File: src/rtl/msw_pkg.sv
// Package: shared state encoding, register addresses and command bit
// positions for the mode word switcher.
package msw_pkg;

    typedef enum logic [2:0] {
        SQ_IDLE,
        SQ_QREQ,
        SQ_QWAIT,
        SQ_SWAP,
        SQ_IWAIT,
        SQ_INIT
    } sq_state_t;

    // Register addresses
    localparam int unsigned RA_CTRL  = 0;
    localparam int unsigned RA_OPT   = 1;
    localparam int unsigned RA_QWAIT = 2;
    localparam int unsigned RA_IWAIT = 3;
    localparam int unsigned RA_PEND  = 4;
    localparam int unsigned RA_ACT   = 5;

    // Command word bit positions
    localparam int unsigned CB_LOCK     = 0;
    localparam int unsigned CB_START    = 1;
    localparam int unsigned CB_RSTSEQ   = 2;
    localparam int unsigned CB_CLRST    = 3;
    localparam int unsigned CB_SCOPE_LO = 4;
    localparam int unsigned CB_KIND_LO  = 7;

    localparam logic [2:0] SCOPE_SYS = 3'b101;
    localparam logic [6:0] KIND_MISC = 7'b0110001;

    // Option bit positions
    localparam int unsigned OB_PRE  = 0;
    localparam int unsigned OB_POST = 1;

endpackage

File: src/rtl/msw_regs.sv
// Module: msw_regs
// Holds the active and pending copies of the mode word plus the option and
// wait-count registers. Copies exchange only on a switch request while the
// unit's switch enable is high. Assumes DATA_W covers WORD_W and QW_W.
module msw_regs
    import msw_pkg::*;
#(
    parameter int unsigned WORD_W      = 16,
    parameter int unsigned DATA_W      = 32,
    parameter int unsigned ADDR_W      = 3,
    parameter int unsigned QW_W        = 20,
    parameter int unsigned IW_W        = 10,
    parameter logic [WORD_W-1:0] ACTIVE_INIT = '0,
    parameter int unsigned QW_INIT     = 128,
    parameter int unsigned IW_INIT     = 128
) (
    input  logic              clk,
    input  logic              rst_n,
    input  logic              we,
    input  logic [ADDR_W-1:0] addr,
    input  logic [DATA_W-1:0] wdata,
    input  logic              swap_req,
    input  logic              sw_en,
    output logic [WORD_W-1:0] active_q,
    output logic [WORD_W-1:0] pending_q,
    output logic              pre_en,
    output logic              post_en,
    output logic [QW_W-1:0]   qwait_q,
    output logic [IW_W-1:0]   iwait_q
);

    logic swap_do;

    // Exchange only when this unit is enabled for the switch
    assign swap_do = swap_req && sw_en;

    // Mode word copies: exchange on swap, pending also written by software
    always_ff @(posedge clk) begin
        if (!rst_n) begin
            active_q  <= ACTIVE_INIT;
            pending_q <= '0;
        end else begin
            if (swap_do) begin
                active_q  <= pending_q;
                pending_q <= active_q;
            end
            if (we && addr == ADDR_W'(RA_PEND)) begin
                pending_q <= wdata[WORD_W-1:0];
            end
        end
    end

    // Option bits and wait counts written by software
    always_ff @(posedge clk) begin
        if (!rst_n) begin
            pre_en  <= 1'b1;
            post_en <= 1'b1;
            qwait_q <= QW_W'(QW_INIT);
            iwait_q <= IW_W'(IW_INIT);
        end else if (we) begin
            if (addr == ADDR_W'(RA_OPT)) begin
                pre_en  <= wdata[OB_PRE];
                post_en <= wdata[OB_POST];
            end
            if (addr == ADDR_W'(RA_QWAIT)) qwait_q <= wdata[QW_W-1:0];
            if (addr == ADDR_W'(RA_IWAIT)) iwait_q <= wdata[IW_W-1:0];
        end
    end

    assert_hold_active_R2: assert property (@(posedge clk) disable iff (!rst_n)
        !swap_do |=> $stable(active_q));

    assert_exchange_R4: assert property (@(posedge clk) disable iff (!rst_n)
        swap_do |=> active_q == $past(pending_q));

    assert_disabled_unit_R5: assert property (@(posedge clk) disable iff (!rst_n)
        (swap_req && !sw_en) |=> $stable(active_q));

endmodule

File: src/rtl/msw_cmd.sv
// Module: msw_cmd
// Decodes command register writes: lock state, start qualification
// (lock, scope, type, master), sequencer reset, and the sticky done, error
// and overrun flags. Assumes busy and the events come from the sequencer.
module msw_cmd
    import msw_pkg::*;
#(
    parameter int unsigned DATA_W = 32,
    parameter int unsigned ADDR_W = 3
) (
    input  logic              clk,
    input  logic              rst_n,
    input  logic              we,
    input  logic [ADDR_W-1:0] addr,
    input  logic [DATA_W-1:0] wdata,
    input  logic              master,
    input  logic              busy,
    input  logic              done_evt,
    input  logic              err_evt,
    output logic              go,
    output logic              fsm_clr,
    output logic              lock_q,
    output logic              done_q,
    output logic              err_q,
    output logic              ovr_q
);

    logic       cmd_wr;
    logic       start_ok;
    logic [2:0] scope;
    logic [6:0] kind;

    // Field extraction from the command word
    assign cmd_wr  = we && addr == ADDR_W'(RA_CTRL);
    assign scope   = wdata[CB_SCOPE_LO +: 3];
    assign kind    = wdata[CB_KIND_LO +: 7];
    assign fsm_clr = cmd_wr && wdata[CB_RSTSEQ];

    // A start qualifies only under a held lock, correct fields, on the master
    assign start_ok = cmd_wr && lock_q && wdata[CB_LOCK] && wdata[CB_START]
                      && !wdata[CB_RSTSEQ] && scope == SCOPE_SYS
                      && kind == KIND_MISC && master;
    assign go = start_ok && !busy;

    // Lock state and sticky status flags
    always_ff @(posedge clk) begin
        if (!rst_n) begin
            lock_q <= 1'b0;
            done_q <= 1'b0;
            err_q  <= 1'b0;
            ovr_q  <= 1'b0;
        end else begin
            if (cmd_wr) lock_q <= wdata[CB_LOCK];
            if (cmd_wr && wdata[CB_CLRST]) begin
                done_q <= 1'b0;
                err_q  <= 1'b0;
                ovr_q  <= 1'b0;
            end
            if (go)       done_q <= 1'b0;
            if (done_evt) done_q <= 1'b1;
            if (err_evt)  err_q  <= 1'b1;
            if (start_ok && busy) ovr_q <= 1'b1;
        end
    end

    assert_go_starts_R3: assert property (@(posedge clk) disable iff (!rst_n)
        go |=> busy);

    assert_guarded_start_R8: assert property (@(posedge clk) disable iff (!rst_n)
        $rose(busy) |-> $past(lock_q));

    assert_master_only_R9: assert property (@(posedge clk) disable iff (!rst_n)
        $rose(busy) |-> $past(master));

    assert_overrun_flag_R13: assert property (@(posedge clk) disable iff (!rst_n)
        (start_ok && busy) |=> ovr_q);

    assert_clear_status_R12: assert property (@(posedge clk) disable iff (!rst_n)
        (cmd_wr && wdata[CB_CLRST] && !err_evt) |=> !err_q);

endmodule

File: src/rtl/msw_seq.sv
// Module: msw_seq
// Switch sequencer: optional quiesce request with acknowledge timeout,
// after-quiesce wait, one-cycle switch strobe, before-init wait, optional
// reinit strobe. Option bits are latched at start. A wait of count C
// spends C+1 cycles in its phase.
module msw_seq
    import msw_pkg::*;
#(
    parameter int unsigned QW_W    = 20,
    parameter int unsigned IW_W    = 10,
    parameter int unsigned TMO_CYC = 32
) (
    input  logic            clk,
    input  logic            rst_n,
    input  logic            go,
    input  logic            fsm_clr,
    input  logic            pre_en,
    input  logic            post_en,
    input  logic [QW_W-1:0] qwait,
    input  logic [IW_W-1:0] iwait,
    input  logic            quiesce_ack,
    output logic            quiesce_req,
    output logic            swap_go,
    output logic            reinit_go,
    output logic            busy,
    output logic            done_evt,
    output logic            err_evt
);

    localparam int unsigned CNT_W = (QW_W > IW_W) ? QW_W : IW_W;
    localparam int unsigned TMO_W = $clog2(TMO_CYC + 1);

    sq_state_t        state;
    logic [CNT_W-1:0] cnt;
    logic [TMO_W-1:0] tcnt;
    logic             q_held;
    logic             pre_q;
    logic             post_q;
    logic             tmo_hit;

    // Decoded strobes and events
    assign tmo_hit     = tcnt == TMO_W'(TMO_CYC - 1);
    assign busy        = state != SQ_IDLE;
    assign quiesce_req = q_held;
    assign swap_go     = state == SQ_SWAP && !fsm_clr;
    assign reinit_go   = state == SQ_INIT && !fsm_clr;
    assign done_evt    = !fsm_clr && (state == SQ_INIT || (state == SQ_SWAP && !post_q));
    assign err_evt     = !fsm_clr && state == SQ_QREQ && !quiesce_ack && tmo_hit;

    // Phase sequencing with wait and timeout counters
    always_ff @(posedge clk) begin
        if (!rst_n || fsm_clr) begin
            state  <= SQ_IDLE;
            cnt    <= '0;
            tcnt   <= '0;
            q_held <= 1'b0;
            pre_q  <= 1'b0;
            post_q <= 1'b0;
        end else begin
            case (state)
                SQ_IDLE: begin
                    if (go) begin
                        pre_q  <= pre_en;
                        post_q <= post_en;
                        tcnt   <= '0;
                        if (pre_en) begin
                            state  <= SQ_QREQ;
                            q_held <= 1'b1;
                        end else begin
                            state <= SQ_SWAP;
                        end
                    end
                end
                SQ_QREQ: begin
                    if (quiesce_ack) begin
                        state <= SQ_QWAIT;
                        cnt   <= CNT_W'(qwait);
                    end else if (tmo_hit) begin
                        state  <= SQ_IDLE;
                        q_held <= 1'b0;
                    end else begin
                        tcnt <= tcnt + 1'b1;
                    end
                end
                SQ_QWAIT: begin
                    if (cnt == '0) state <= SQ_SWAP;
                    else           cnt   <= cnt - 1'b1;
                end
                SQ_SWAP: begin
                    if (post_q) begin
                        state <= SQ_IWAIT;
                        cnt   <= CNT_W'(iwait);
                    end else begin
                        state  <= SQ_IDLE;
                        q_held <= 1'b0;
                    end
                end
                SQ_IWAIT: begin
                    if (cnt == '0) state <= SQ_INIT;
                    else           cnt   <= cnt - 1'b1;
                end
                SQ_INIT: begin
                    state  <= SQ_IDLE;
                    q_held <= 1'b0;
                end
                default: begin
                    state  <= SQ_IDLE;
                    q_held <= 1'b0;
                end
            endcase
        end
    end

    assert_quiesced_swap_R3: assert property (@(posedge clk) disable iff (!rst_n)
        (swap_go && pre_q) |-> quiesce_req);

    assert_single_strobe_R3: assert property (@(posedge clk) disable iff (!rst_n)
        swap_go |=> !swap_go);

    assert_no_quiesce_R6: assert property (@(posedge clk) disable iff (!rst_n)
        (busy && !pre_q) |-> !quiesce_req);

    assert_done_idle_R7: assert property (@(posedge clk) disable iff (!rst_n)
        done_evt |=> !busy);

    assert_timeout_abort_R10: assert property (@(posedge clk) disable iff (!rst_n)
        err_evt |=> (!busy && !quiesce_req));

    assert_seq_reset_R11: assert property (@(posedge clk) disable iff (!rst_n)
        fsm_clr |=> (!busy && !quiesce_req));

endmodule

File: src/rtl/modeword_switcher.sv
// Module: modeword_switcher (top)
// Double-buffered mode word with a locked quiesce/wait/swap/wait/reinit
// switch sequence. The master role comes from bit 0 of the active word.
// Local exchanges follow either the own strobe or the external strobe,
// gated by sw_en. Read data is combinational from reg_addr.
module modeword_switcher
    import msw_pkg::*;
#(
    parameter int unsigned WORD_W      = 16,
    parameter int unsigned DATA_W      = 32,
    parameter int unsigned ADDR_W      = 3,
    parameter int unsigned QW_W        = 20,
    parameter int unsigned IW_W        = 10,
    parameter int unsigned TMO_CYC     = 32,
    parameter logic [WORD_W-1:0] ACTIVE_INIT = '0
) (
    input  logic              clk,
    input  logic              rst_n,
    input  logic [ADDR_W-1:0] reg_addr,
    input  logic [DATA_W-1:0] reg_wdata,
    input  logic              reg_we,
    output logic [DATA_W-1:0] reg_rdata,
    output logic [WORD_W-1:0] active_word,
    output logic              quiesce_req,
    input  logic              quiesce_ack,
    input  logic              sw_en,
    input  logic              sw_pulse_in,
    output logic              sw_pulse_out,
    output logic              reinit_pulse,
    output logic              busy,
    output logic              done,
    output logic              err
);

    localparam int unsigned ST_W = 5;

    logic [WORD_W-1:0] active_q;
    logic [WORD_W-1:0] pending_q;
    logic              pre_en;
    logic              post_en;
    logic [QW_W-1:0]   qwait_q;
    logic [IW_W-1:0]   iwait_q;
    logic              go;
    logic              fsm_clr;
    logic              lock_q;
    logic              ovr_q;
    logic              swap_go;
    logic              done_evt;
    logic              err_evt;
    logic              seq_busy;
    logic [ST_W-1:0]   status;

    msw_regs #(
        .WORD_W(WORD_W), .DATA_W(DATA_W), .ADDR_W(ADDR_W),
        .QW_W(QW_W), .IW_W(IW_W), .ACTIVE_INIT(ACTIVE_INIT),
        .QW_INIT(128), .IW_INIT(128)
    ) u_regs (
        .clk(clk), .rst_n(rst_n), .we(reg_we), .addr(reg_addr), .wdata(reg_wdata),
        .swap_req(swap_go || sw_pulse_in), .sw_en(sw_en),
        .active_q(active_q), .pending_q(pending_q), .pre_en(pre_en), .post_en(post_en),
        .qwait_q(qwait_q), .iwait_q(iwait_q)
    );

    msw_cmd #(.DATA_W(DATA_W), .ADDR_W(ADDR_W)) u_cmd (
        .clk(clk), .rst_n(rst_n), .we(reg_we), .addr(reg_addr), .wdata(reg_wdata),
        .master(active_q[0]), .busy(seq_busy), .done_evt(done_evt), .err_evt(err_evt),
        .go(go), .fsm_clr(fsm_clr), .lock_q(lock_q), .done_q(done), .err_q(err),
        .ovr_q(ovr_q)
    );

    msw_seq #(.QW_W(QW_W), .IW_W(IW_W), .TMO_CYC(TMO_CYC)) u_seq (
        .clk(clk), .rst_n(rst_n), .go(go), .fsm_clr(fsm_clr),
        .pre_en(pre_en), .post_en(post_en), .qwait(qwait_q), .iwait(iwait_q),
        .quiesce_ack(quiesce_ack), .quiesce_req(quiesce_req), .swap_go(swap_go),
        .reinit_go(reinit_pulse), .busy(seq_busy), .done_evt(done_evt), .err_evt(err_evt)
    );

    assign active_word  = active_q;
    assign sw_pulse_out = swap_go;
    assign busy         = seq_busy;
    assign status       = {ovr_q, err, done, seq_busy, lock_q};

    // Read-back multiplexer
    always_comb begin
        reg_rdata = '0;
        case (reg_addr)
            ADDR_W'(RA_CTRL):  reg_rdata = DATA_W'(status);
            ADDR_W'(RA_OPT):   reg_rdata = DATA_W'({post_en, pre_en});
            ADDR_W'(RA_QWAIT): reg_rdata = DATA_W'(qwait_q);
            ADDR_W'(RA_IWAIT): reg_rdata = DATA_W'(iwait_q);
            ADDR_W'(RA_PEND):  reg_rdata = DATA_W'(pending_q);
            ADDR_W'(RA_ACT):   reg_rdata = DATA_W'(active_q);
            default:           reg_rdata = '0;
        endcase
    end

    assert_strobe_needs_busy_R3: assert property (@(posedge clk) disable iff (!rst_n)
        sw_pulse_out |-> busy);

endmodule

File: config.mk
export PLATFORM = sky130hd
export DESIGN_NAME = modeword_switcher
export DESIGN_NICKNAME = d
export VERILOG_FILES = /design/src/rtl/msw_pkg.sv /design/src/rtl/msw_regs.sv /design/src/rtl/msw_cmd.sv /design/src/rtl/msw_seq.sv /design/src/rtl/modeword_switcher.sv
export SDC_FILE = /design/constraint.sdc
export NUM_CORES = 1
export LEC_CHECK = 0
export BUFFER_PORTS_ARGS = -buffer_cell sky130_fd_sc_hd__buf_4
export CORE_MARGIN = 5
export CORE_UTILIZATION = 45
export DETAILED_ROUTE_END_ITERATION = 16
export PLACE_DENSITY = 0.75
export SYNTH_ARGS = -nofsm -noshare
export SYNTH_HDL_FRONTEND = slang
export SYNTH_SLANG_ARGS = --single-unit
File: constraint.sdc
create_clock -name clk -period 2.6 [get_ports clk]
set_input_delay 0.13 -clock clk [delete_from_list [all_inputs] [get_ports clk]]
set_output_delay 0.13 -clock clk [all_outputs]
set_load 0.02 [all_outputs]
Yosys cells after proc, flatten, opt, wreduce, memory -nomap -nowiden
Index checks and enable logic that the tools add are counted.
Widths: inputs -> output; s select.
{"block": "op_classes", "add_sub_neg": 2, "n_eq_ne": 25, "muxes": 30, "bitwise": 1, "reduce_logical": 49}
{"cell": "$pmux 20 s6", "count": 1}
{"cell": "$mux 20", "count": 3}
{"cell": "$pmux 20 s3", "count": 1}
{"cell": "$mux 16", "count": 2}
{"cell": "$logic_and 1x1->1", "count": 21}
{"cell": "$logic_not 20->1", "count": 1}
{"cell": "$sub 20x1->20 const B", "count": 1}
{"cell": "$mux 3", "count": 6}
{"cell": "$mux 6", "count": 3}
{"cell": "$eq 3x3->1 const B", "count": 5}
{"cell": "$pmux 3 s5", "count": 1}
{"cell": "$ne 2x2->1 const B", "count": 7}
{"cell": "$eq 3x2->1 const B", "count": 4}
{"cell": "$pmux 6 s2", "count": 1}
{"cell": "$reduce_and 4->1", "count": 3}
{"cell": "$mux 1", "count": 10}
{"cell": "$reduce_bool 3->1", "count": 3}
{"cell": "$ne 2x1->1 const B", "count": 4}
{"cell": "$reduce_and 2->1", "count": 4}
{"cell": "$reduce_bool 2->1", "count": 4}
{"cell": "$eq 7x6->1 const B", "count": 1}
{"cell": "$add 6x1->6 const B", "count": 1}
{"cell": "$eq 3x1->1 const B", "count": 2}
{"cell": "$eq 6x5->1 const B", "count": 1}
{"cell": "9 further kinds", "count": 17}
{"block": "totals", "ff_bits": 99, "inputBits": 41, "output_inout_bits": 54, "word_cells": 122}

Longest topological paths before layout
{"block": "logic_depth", "word_depth": 12, "mapped_depth": 8, "mapped_depth_nobuf": 7}

Hierarchy
A second synthesis with hierarchy kept.
{"block": "hier_totals", "cells_unflattened": 689, "area_unflattened_um2": 5645.4}
{"mod": "msw_regs", "instances": 1, "cells_each": 289, "area_per_inst_um2": 2484.9, "seq_area_each_um2": 1281.2}
{"mod": "msw_seq", "instances": 1, "cells_each": 294, "area_per_inst_um2": 2254.7, "seq_area_each_um2": 620.6}
{"mod": "modeword_switcher", "instances": 1, "cells_each": 81, "area_per_inst_um2": 668.1, "seq_area_each_um2": 0.0}
{"mod": "msw_cmd", "instances": 1, "cells_each": 25, "area_per_inst_um2": 237.7, "seq_area_each_um2": 80.1}

Worst setup path after synthesis
Ideal clock, no wire load.
{"block": "synth_timing", "kind": "register to register", "start": "register u_seq.cnt[0]", "end": "register u_seq.cnt[10]", "setup_time_ns": 0.123, "t_arrival_ns": 1.719, "required_ns": 2.477, "setup_slack_ns": 0.758, "path_stages_with_launch": 9, "path_buffers": 1, "synth_period_minus_slack_ns": 1.842, "path_cell_list": "dfxtp_1 -> inv_1 -> ha_1 -> or3b_2 -> clkbuf_1 -> nor4_4 -> xor2_1 -> a221oi_1 -> nor2_1"}
{"block": "synth_between", "elab_chain_len": 3, "elab_cells_between_ends": 6, "cone_classes": "add/sub: 1; eq/ne: 1; mux: 2; reduce/logical: 2"}
{"item": "from (decl)", "line_no": "msw_seq.sv:34", "rtl": "logic [CNT_W-1:0] cnt;"}
{"item": "from (signal assigned)", "line_no": "msw_seq.sv:77", "rtl": "cnt <= CNT_W'(qwait);"}
{"item": "from (signal assigned)", "line_no": "msw_seq.sv:87", "rtl": "else cnt <= cnt - 1'b1;"}
{"item": "from (signal assigned)", "line_no": "msw_seq.sv:92", "rtl": "cnt <= CNT_W'(iwait);"}
{"item": "$sub 20x1->20 or $logic_not 20->1 (tied branches)"}
{"item": "$mux 20 or $ne 2x2->1 (tied branches)"}
{"item": "$pmux 20 s3 or $reduce_and 4->1 (tied branches)"}
Several ways; a longest one is shown, not always the timed one. The select of a mux whose other input is x is not followed.
A chain may end at the register's enable or synchronous reset.

Worst setup path in the final report
{"block": "layout_timing", "start": "register u_seq.cnt[0]", "end": "register u_seq.cnt[7]"}
The elaborated chain is that of the path after synthesis.

==> flow_summary.yaml <==
hold_path:
  hold_path_class: "in -> reg"
  hp-start: "rst_n"
  whs_endpoint: "u_regs.post_en"
  hold_path_depth: 2
finish:
  n_fill_cell: 1133
  area_growth_pct: 15.8
  fin_nets: 797
  antennaDiodeCount: 0
  layout-drive-gt1-share_pct: 17.9
status:
  status: "completed"
floorplan:
  die_y_um: 121
  ios: 95
  num_rows: 40
  coreArea_mm2: 0.0121
  start_util_pct: 45.9
  die_area_mm2: 0.0146
  die_width_um: 121
timing:
  finalCriticalPeriod_ns: 2.18
  fin_setup_tns_ns: 0
  setup_viol: 0
  finalHoldViolations: 0
  clock_skew_ns: 0.00520
  rsz0062_at_grt: "no"
  max_freq_mhz: 459
  period_share_pct: 83.8
  worst_pin_slew_ns: 1.06
  slew_headroom_pct: 29.3
  slew_violations: 0
pwr:
  switchingPower_mw: 1.31
  power_leakage_nw: 2.31
  p_sw_share_pct: 32.9
  finalPower_mw: 3.97
  powerDensity_mw_per_mm2: 619
  clockPowerShare_pct: 32.7
  p_int_mw: 2.67
  ir_drop_v: 0.000363
  seqPwrFrac_pct: 41.5
  comb_power_share_pct: 25.8
global_route:
  grt_max_degree: 61
  grt_use_total_pct: 21.5
  grt_pass1_vias: 5045
  gr-total-overflow: 0
  grt_first_pass_wirelength_um: 25800
  antenna_found_initial: 0
worst_setup_path:
  cp.arrival_ns: 2.41
  crit_path_max_fanout: 10
  r2r_end: "u_seq.cnt[7]"
  end_kind: "register"
  crit_required_ns: 2.83
  r2r_setup_slack_ns: 0.42
  start_kind: "register"
  r2r_cells: 8
  worst-setup-path-type: "reg -> reg"
  cp-startpoint: "u_seq.cnt[0]"
  r2r_start: "u_seq.cnt[0]"
drt:
  firstDrtPassIters: 6
  post_drt_wl_per_cell_um: 17.1
  vias_per_cell: 5.85
  drt-initial-drc-count: 326
  detail-route-antenna-nets: 0
  dr_total_vias: 5420
  route.detailed.drc: 0
  wl_um: 15900
logic_synthesis:
  syn-instance-count: 703
  yosysTopAreaCell: "dfxtp_1"
  syn_area_per_cell_um2: 7.88
  ys_async_sr_fraction_pct: 0
  synth_top_area_share_pct: 35.8
  ys_warn_count: 0
  ys_ff_latch: 99
  ys_seq_area_share_pct: 35.8
  synth_edf_count: 0
  ys.flop_type: "dfxtp_1"
  netlist_top_cells_area: "dfxtp_1, nand2_1, o21ai_0"
  syn_area_mm2: 0.00554
  synth.distinct_cells: 81
run:
  maxCapViolations: 0
placement:
  io_buffers: 70
  globalplace.congestion: 0.875
  hpwl_um: 11400
clock_tree:
  htree_levels: 3
  cts_max_path_buffers: 2
  path_clk_slew_ns: 0.07
  cts_tree: "yes"
  cts_sinks: 99
  clkLatencyLatePin_ns: 0.34
  numCtsBuffers: 9
  cts_resized: 0
  post-cts-setup-buffers: 0
  cts_hold_buf: 0
  cts_root_buffer: "clkbuf_16"
-- cells in the final DEF, fill, tap and decap left out, types with 9 or more instances in the layout --
master,count
nand2_1,166
dfxtp_1,99
buf_4,90
o21ai_0,59
nor2_1,38
a21oi_1,30
a21boi_0,30
a31oi_1,22
a22oi_1,17
a21boi_1,14
inv_1,12
conb_1,12
nor3_1,11
nand3_1,10
clkbuf_16,9
-- worst max-delay path: stages, from the launching register on --
cell and delay, ns:
dfxtp_1 0.37, inv_1 0.08, ha_1 0.27, or4b_1 0.51, a211oi_2 0.25, a21oi_2 0.18, buf_4 0.21, a32oi_1 0.16
nor2_1 0.06
-- logic make-up (layout without fill, tap and decap cells) --
logic type / Yosys count / in the layout / share of synthesized area, %
multiplexers: 10 / 10 / 1.90
XOR/XNOR: 4 / 4 / 0.904
other: 1 / 12 / 0.0677
flip-flops: 99 / 99 / 35.8
adder cells (fa/ha/maj): 2 / 2 / 0.452
AND/OR/NAND/NOR: 285 / 285 / 25.4
buffers and inverters: 73 / 118 / 6.87
AO/OA/AOI/OAI: 229 / 229 / 28.6
-- cells in the mapped netlist (all sizes together) (3+ instances only) --
master   number
nor2         39
mux2i         6
buf          39
a311oi        3
a211oi        5
nor2b         5
o2111ai       3
nand3        10
nor3b         5
o31ai         3
mux2          4
a31oi        22
a21boi       45
nor3         12
nand2b        4
dfxtp        99
and2          8
o21ai        61
nand4         6
clkbuf       22
and3          5
a22oi        17
a32oi         5
a221oi        8
nand2       166
nor4          9
a21oi        31
inv          12
or4           3
a22o          5
-- cell type report --
| class | instances | area [um^2] | area share [%] |
|---|---|---|---|
| inverter | 12 | 45.0 | 0.702 |
| tap | 168 | 210 | 3.28 |
| clock buffer | 10 | 239 | 3.72 |
| multi-input combinational | 542 | 3220 | 50.2 |
| clock inverter | 6 | 46.3 | 0.722 |
| timing repair buffer | 90 | 676 | 10.5 |
| sequential | 99 | 1980 | 30.9 |
-- worst max-delay path by stage --
stage,endpoint,cells after the start
global route,u_seq.tcnt[2],5
finish,u_seq.cnt[7],8
CTS,u_seq.cnt[10],8
global placement,u_seq.cnt[10],8
detailed placement,u_seq.cnt[10],8
floorplan,u_seq.cnt[10],8
-- metal layers --
metal  track usage (%)  share of wire (%)
met1              28.4                 43
met2              36.6                 49
met3              2.61                7.3
met4              6.37                1.4
met5                 0                  0
-- power groups by stage --
stage | Combinational [mW] | Sequential, mW | Clock, mW
2_1_floorplan | 0.770 | 1.66 | 0
6_report | 1.02 | 1.65 | 1.30
3_3_place_gp | 0.992 | 1.68 | 0
3_5_place_dp | 1.01 | 1.68 | 0
4_1_cts | 1.01 | 1.65 | 1.32
5_1_grt | 1.11 | 1.66 | 1.38
-- per-stage QoR --
step | instance area (um^2) | hold WS, ns | instances | utilization, % | setup WS, ns
4_1_cts | 6420 | 0.0261 | 927 | 53.2 | 0.468
3_3_place_gp | 6130 | 0.379 | 911 | 50.8 | 0.553
5_1_grt | 6420 | 0.0330 | 927 | 53.2 | 0.352
6_report | 6420 | 0.0357 | 927 | 53.2 | 0.420
2_1_floorplan | 5580 | 0.254 | 714 | - | 0.758
3_5_place_dp | 6130 | 0.387 | 911 | 50.8 | 0.506
-- sequential cells by signal, summed over array words and instances (netlist names), 3 cells and up --
register          flops
u_regs.pending_q     16
u_seq.state           3
u_seq.tcnt            6
u_regs.iwait_q       10
u_seq.cnt            20
u_regs.qwait_q       20
u_regs.active_q      16
Note: power is estimated with default switching activity, not from simulation.
